--- src/rtl/hdlc_fcs16_pkg.sv ---
package hdlc_fcs16_pkg;
    localparam int FCS_W = 16;
    localparam int CNT_W = $clog2(FCS_W);

    typedef enum logic {
        PH_ACCUM = 1'b0,
        PH_SHIFT = 1'b1
    } phase_e;

    typedef struct packed {
        phase_e             phase;
        logic [FCS_W-1:0]   acc;
        logic [CNT_W-1:0]   cnt;
        logic               ok;
        logic               err;
    } fcs_state_t;
endpackage

--- src/rtl/fcs16_step.sv ---
module fcs16_step #(
    parameter int                W    = 16,
    parameter logic [W-1:0]      POLY = 16'h8408
) (
    input  logic [W-1:0] acc_i,
    input  logic         bit_i,
    output logic [W-1:0] acc_o
);
    logic fb;
    always_comb begin
        fb    = bit_i ^ acc_i[0];
        acc_o = (acc_i >> 1) ^ (fb ? POLY : '0);
    end
endmodule

--- src/rtl/fcs16_match.sv ---
module fcs16_match #(
    parameter int           W       = 16,
    parameter logic [W-1:0] RESIDUE = 16'hF0B8
) (
    input  logic [W-1:0] acc_i,
    output logic         hit_o
);
    always_comb hit_o = (acc_i == RESIDUE);
endmodule

--- src/rtl/hdlc_fcs16.sv ---
module hdlc_fcs16
    import hdlc_fcs16_pkg::*;
#(
    parameter logic [FCS_W-1:0] POLY    = 16'h8408,
    parameter logic [FCS_W-1:0] PRESET  = 16'hFFFF,
    parameter logic [FCS_W-1:0] RESIDUE = 16'hF0B8
) (
    input  logic clk,
    input  logic rst_n,
    input  logic mode_gen,
    input  logic sof,
    input  logic bit_vld,
    input  logic bit_in,
    input  logic eof,
    output logic fcs_bit,
    output logic fcs_vld,
    output logic fcs_done,
    output logic fcs_ok,
    output logic fcs_err
);
    localparam logic [CNT_W-1:0] LAST_IDX = CNT_W'(FCS_W - 1);

    fcs_state_t       st_d, st_q;
    logic [FCS_W-1:0] base_acc, stepped_acc, upd_acc;
    logic             res_hit;

    // A start pulse replaces the stored value with the preset before the step
    assign base_acc = sof ? PRESET : st_q.acc;
    assign upd_acc  = bit_vld ? stepped_acc : base_acc;

    fcs16_step #(.W(FCS_W), .POLY(POLY)) u_step (
        .acc_i (base_acc),
        .bit_i (bit_in),
        .acc_o (stepped_acc)
    );

    fcs16_match #(.W(FCS_W), .RESIDUE(RESIDUE)) u_match (
        .acc_i (upd_acc),
        .hit_o (res_hit)
    );

    always_comb begin
        st_d     = st_q;
        st_d.ok  = 1'b0;
        st_d.err = 1'b0;
        if (st_q.phase == PH_ACCUM || sof) begin
            st_d.phase = PH_ACCUM;
            st_d.acc   = upd_acc;
            st_d.cnt   = '0;
            if (eof) begin
                if (mode_gen) begin
                    st_d.phase = PH_SHIFT;
                end else begin
                    st_d.ok  = res_hit;
                    st_d.err = !res_hit;
                end
            end
        end else begin
            // shift-out phase: payload inputs and eof are ignored
            if (st_q.cnt == LAST_IDX) begin
                st_d.phase = PH_ACCUM;
                st_d.cnt   = '0;
            end else begin
                st_d.cnt = st_q.cnt + 1'b1;
            end
        end
    end

    always_ff @(posedge clk) begin
        if (!rst_n) begin
            st_q.phase <= PH_ACCUM;
            st_q.acc   <= PRESET;
            st_q.cnt   <= '0;
            st_q.ok    <= 1'b0;
            st_q.err   <= 1'b0;
        end else begin
            st_q <= st_d;
        end
    end

    assign fcs_vld  = (st_q.phase == PH_SHIFT);
    assign fcs_bit  = fcs_vld & ~st_q.acc[st_q.cnt];
    assign fcs_done = fcs_vld && (st_q.cnt == LAST_IDX);
    assign fcs_ok   = st_q.ok;
    assign fcs_err  = st_q.err;
endmodule

--- config.mk ---
export PLATFORM = sky130hd
export DESIGN_NAME = hdlc_fcs16
export DESIGN_NICKNAME = d
export VERILOG_FILES = /design/src/rtl/hdlc_fcs16_pkg.sv /design/src/rtl/fcs16_step.sv /design/src/rtl/fcs16_match.sv /design/src/rtl/hdlc_fcs16.sv
export SDC_FILE = /design/constraint.sdc
export NUM_CORES = 1
export LEC_CHECK = 0
export BUFFER_PORTS_ARGS = -buffer_cell sky130_fd_sc_hd__buf_2
export CORE_MARGIN = 10
export CORE_UTILIZATION = 49
export DETAILED_ROUTE_END_ITERATION = 6
export PLACE_DENSITY = 0.67
export RECOVER_POWER = 50
export SLEW_MARGIN = 15
export SYNTH_ARGS = -nofsm -noshare
export SYNTH_HDL_FRONTEND = slang
export SYNTH_HIERARCHICAL = 1
export SYNTH_SLANG_ARGS = --single-unit
--- constraint.sdc ---
create_clock -name clk -period 2.8 [get_ports clk]
set_input_delay 0.56 -clock clk [delete_from_list [all_inputs] [get_ports clk]]
set_output_delay 0.56 -clock clk [all_outputs]
set_load 0.03 [all_outputs]
==> flow_metrics.py <==
metrics = {
    "sta": {
        "final.period_utilization_pct": 90.9,
        "rsz0062_at_grt": "no",
        "setup_viol": 0,
        "max_freq_mhz": 393,
        "hold_viol": 0,
        "worst_pin_slew_ps": 924,
        "drv_slew": 0,
        "whs_ps": 432,
        "min_period_ps": 2550,
        "fin_setup_tns_ps": 0,
        "slew_headroom_pct": 38.3,
        "clock_skew_ps": 4.11,
    },
    "clock_tree": {
        "h-tree-depth": 1,
        "clock_latency_ps": 310,
        "hold_buffers": 0,
        "clock_sinks": 23,
        "clock-root-buffer": "clkbuf_4",
        "post_cts_buffers": 0,
        "path_clk_slew_ps": 130,
        "clk_path_buf_depth": 2,
        "cts_buffers": 3,
        "cts_resized": 0,
        "cts_tree": "done",
    },
    "power_and_ir_drop": {
        "comb_power_share_pct": 12.8,
        "switchingPower_w": 0.000152,
        "p_int_w": 0.000427,
        "vdd_drop_max_uv": 178,
        "p_per_area_nw_per_um2": 395,
        "power_frac_clock_pct": 27.1,
        "p_seq_share_pct": 60.1,
        "switching_share_pct": 26.2,
        "power_leakage_nw": 0.495,
    },
    "critical_path": {
        "endpoint_kind": "output pin",
        "critical_path_buf_inv_count": 1,
        "slowest_delay_ps": 620,
        "path_depth": 4,
        "r2r_slack_ps": 690,
        "crit_type": "reg2out",
        "critPathArrivalTime_ps": 1990,
        "startpoint": "st_q[2]",
        "r2r_cells": 7,
        "cp_max_fo": 7,
        "crit_family": "multiplexers",
        "startpoint_type": "flip-flop",
        "crit_required_ps": 2240,
        "worstPathCellList": "mux4_1, mux2i_1, o211a_1, buf_2",
        "worstReg2RegStart": "st_q[6]",
        "cp_slowest_cell": "mux4_1",
        "r2r_end": "fcs_ok",
        "endpoint": "fcs_bit",
    },
    "finish": {
        "stdcell_count": 204,
        "antennaDiodeCount": 0,
        "nNetsFinal": 182,
        "syn2layout_area_growth_pct": -2.01,
        "fillers": 275,
        "drive_gt1_share_pct": 17.9,
    },
    "drt": {
        "vias": 1187,
        "vias_per_cell": 5.82,
        "drtIter0Drc": 87,
        "drtAntennaViolNets": 0,
        "drc_errors": 0,
        "wl_per_cell_um": 15.2,
        "totalWireLength_um": 3090,
        "drtPass1Iterations": 4,
    },
    "global_routing": {
        "grt_usage_pct": 11.5,
        "grt_pass1_vias": 1133,
        "grt_start_max_net_pins": 21,
        "antenna_found_initial": 0,
        "gr-total-overflow": 0,
        "grt_pass1_wl_um": 5090,
    },
    "placed_design": {
        "place.gp.congestion": 0.801,
        "io_buffers": 11,
        "dp.cells": 200,
        "hpwlAfterDp_um": 2330,
    },
    "floorplanning": {
        "dieArea_um2": 5660,
        "coreArea_um2": 2830,
        "start_util_pct": 52.9,
        "die_w_um": 75.2,
        "fp-row-count": 19,
        "ios": 12,
        "die_h_um": 75.2,
    },
    "job": {
        "cap_viol_max_count": 0,
    },
    "yosys": {
        "yosys_register_bits": 23,
        "synthAdderAreaFrac_pct": 0.837,
        "synthMuxAreaShare_pct": 7.20,
        "synth_compound_area_share_pct": 10.8,
        "syn_area_um2": 1500,
        "yosysUniqueCellTypes": 30,
        "synth_xor_area_share_pct": 4.94,
        "synth_seq_area_share_pct": 30.8,
        "synth_top_family_by_area": "simple AND/OR/NAND/NOR gates",
        "synth_cells": 182,
        "syn_area_per_cell_um2": 8.22,
        "ys_warn_count": 6,
        "synthSimpleGateAreaFrac_pct": 33.7,
        "synth_nets": 190,
    },
    "hold_path": {
        "hold_start": "mode_gen",
        "worstHoldPathType": "in2reg",
    },
    "run_status": {
        "outcome": "finished clean",
    },
}
-- cells by family (layout without fill, tap and decap cells) --
| logic type | Yosys count | count (layout) |
|---|---|---|
| buffers and inverters | 30 | 21 |
| AOI/OAI and AO/OA | 19 | 19 |
| adders and majority gates | 1 | 1 |
| and+or+nand+nor | 99 | 99 |
| muxes | 5 | 5 |
| DFF | 23 | 23 |
| xor gates and xnor gates | 5 | 5 |
-- cell type report --
type / instances / area [um^2] / area share (%)
Timing Repair Buffer: 13 / 65.1 / 4.44
Clock buffer: 4 / 26.3 / 1.79
Tap cell: 31 / 38.8 / 2.65
Sequential cell: 23 / 460 / 31.4
Multi-Input combinational cell: 129 / 860 / 58.7
Inverter: 4 / 15.0 / 1.02
-- registers in the layout (all words and copies together), names as in the netlist --
signal and cells:
fcs_vld 1, st_q 20, fcs_err 1, fcs_ok 1
-- cells in the final DEF, fill, tap and decap left out, types with 3 or more instances in the layout --
cell and instances:
o311ai_0 16, clkbuf_4 3, nand3_1 3, inv_1 4
clkbuf_1 5, nor2_1 37, xor2_1 3, dfxtp_1 23
or2_2 16, nand2_1 17, nor2b_1 17, buf_2 7
-- power groups by stage --
stage	Clock (W)	Sequential (W)	Combinational, W
finish	0.000157	0.000348	0.0000740
global route	0.000173	0.000350	0.0000823
CTS	0.000162	0.000348	0.0000752
detailed placement	0	0.000355	0.0000749
global placement	0	0.000355	0.0000724
floorplan	0	0.000354	0.0000618
-- synth_stat cells --
| cell type | n | share of area (%) |
|---|---|---|
| o21ai_0 | 1 | 0.33 |
| xor3_1 | 2 | 3.2 |
| dfxtp_1 | 23 | 31 |
| a31oi_1 | 1 | 0.42 |
| nor4_2 | 1 | 0.84 |
| nand3b_1 | 1 | 0.50 |
| buf_6 | 1 | 0.75 |
| clkbuf_1 | 7 | 1.8 |
| buf_1 | 2 | 0.50 |
| or2_2 | 16 | 6.7 |
| inv_1 | 4 | 1.0 |
| nor2b_1 | 17 | 7.1 |
| nand3_1 | 3 | 1.0 |
| or4b_1 | 1 | 0.67 |
| buf_4 | 14 | 7.0 |
| nand2_1 | 17 | 4.3 |
| nand4bb_1 | 2 | 1.5 |
| nor2_1 | 37 | 9.3 |
| ha_1 | 1 | 0.84 |
| nor3_1 | 1 | 0.33 |
| mux4_2 | 2 | 3.0 |
| mux4_1 | 2 | 3.5 |
| o311ai_0 | 16 | 9.4 |
| and3_1 | 1 | 0.42 |
| mux2i_1 | 1 | 0.67 |
| o211a_1 | 1 | 0.67 |
| xor2_1 | 3 | 1.8 |
| buf_2 | 2 | 0.67 |
| nand4b_1 | 1 | 0.59 |
| nor3b_1 | 1 | 0.50 |
-- routing by layer --
| metal | vias to the layer above | track usage [%] | routed length (um) |
|---|---|---|---|
| met3 | 2 | 2.10 | 174 |
| met5 | - | 0 | 0 |
| met2 | 26 | 21.0 | 1440 |
| li1 | 596 | - | - |
| met4 | 0 | 3.71 | 16 |
| met1 | 563 | 13.2 | 1460 |
-- through the flow --
stage | setup slack, ps | instance area, um^2 | util [%] | power [W]
2_1_floorplan | 575 | 1500 | - | 0.000416
3_3_place_gp | 350 | 1450 | 51.1 | 0.000427
3_5_place_dp | 271 | 1450 | 51.1 | 0.000430
4_1_cts | 225 | 1470 | 52.1 | 0.000585
5_1_grt | 127 | 1470 | 51.8 | 0.000606
6_report | 254 | 1470 | 51.8 | 0.000579
-- how the worst min path moves through the flow --
| stage | slack [ps] | to | cells after the start |
|---|---|---|---|
| floorplan | 460 | st_q[7] | 2 |
| global placement | 490 | st_q[15] | 2 |
| detailed placement | 490 | st_q[6] | 2 |
| CTS | 420 | fcs_ok | 2 |
| global route | 420 | fcs_ok | 2 |
| finish | 430 | fcs_ok | 2 |
Power figures use the tool's default switching activity.
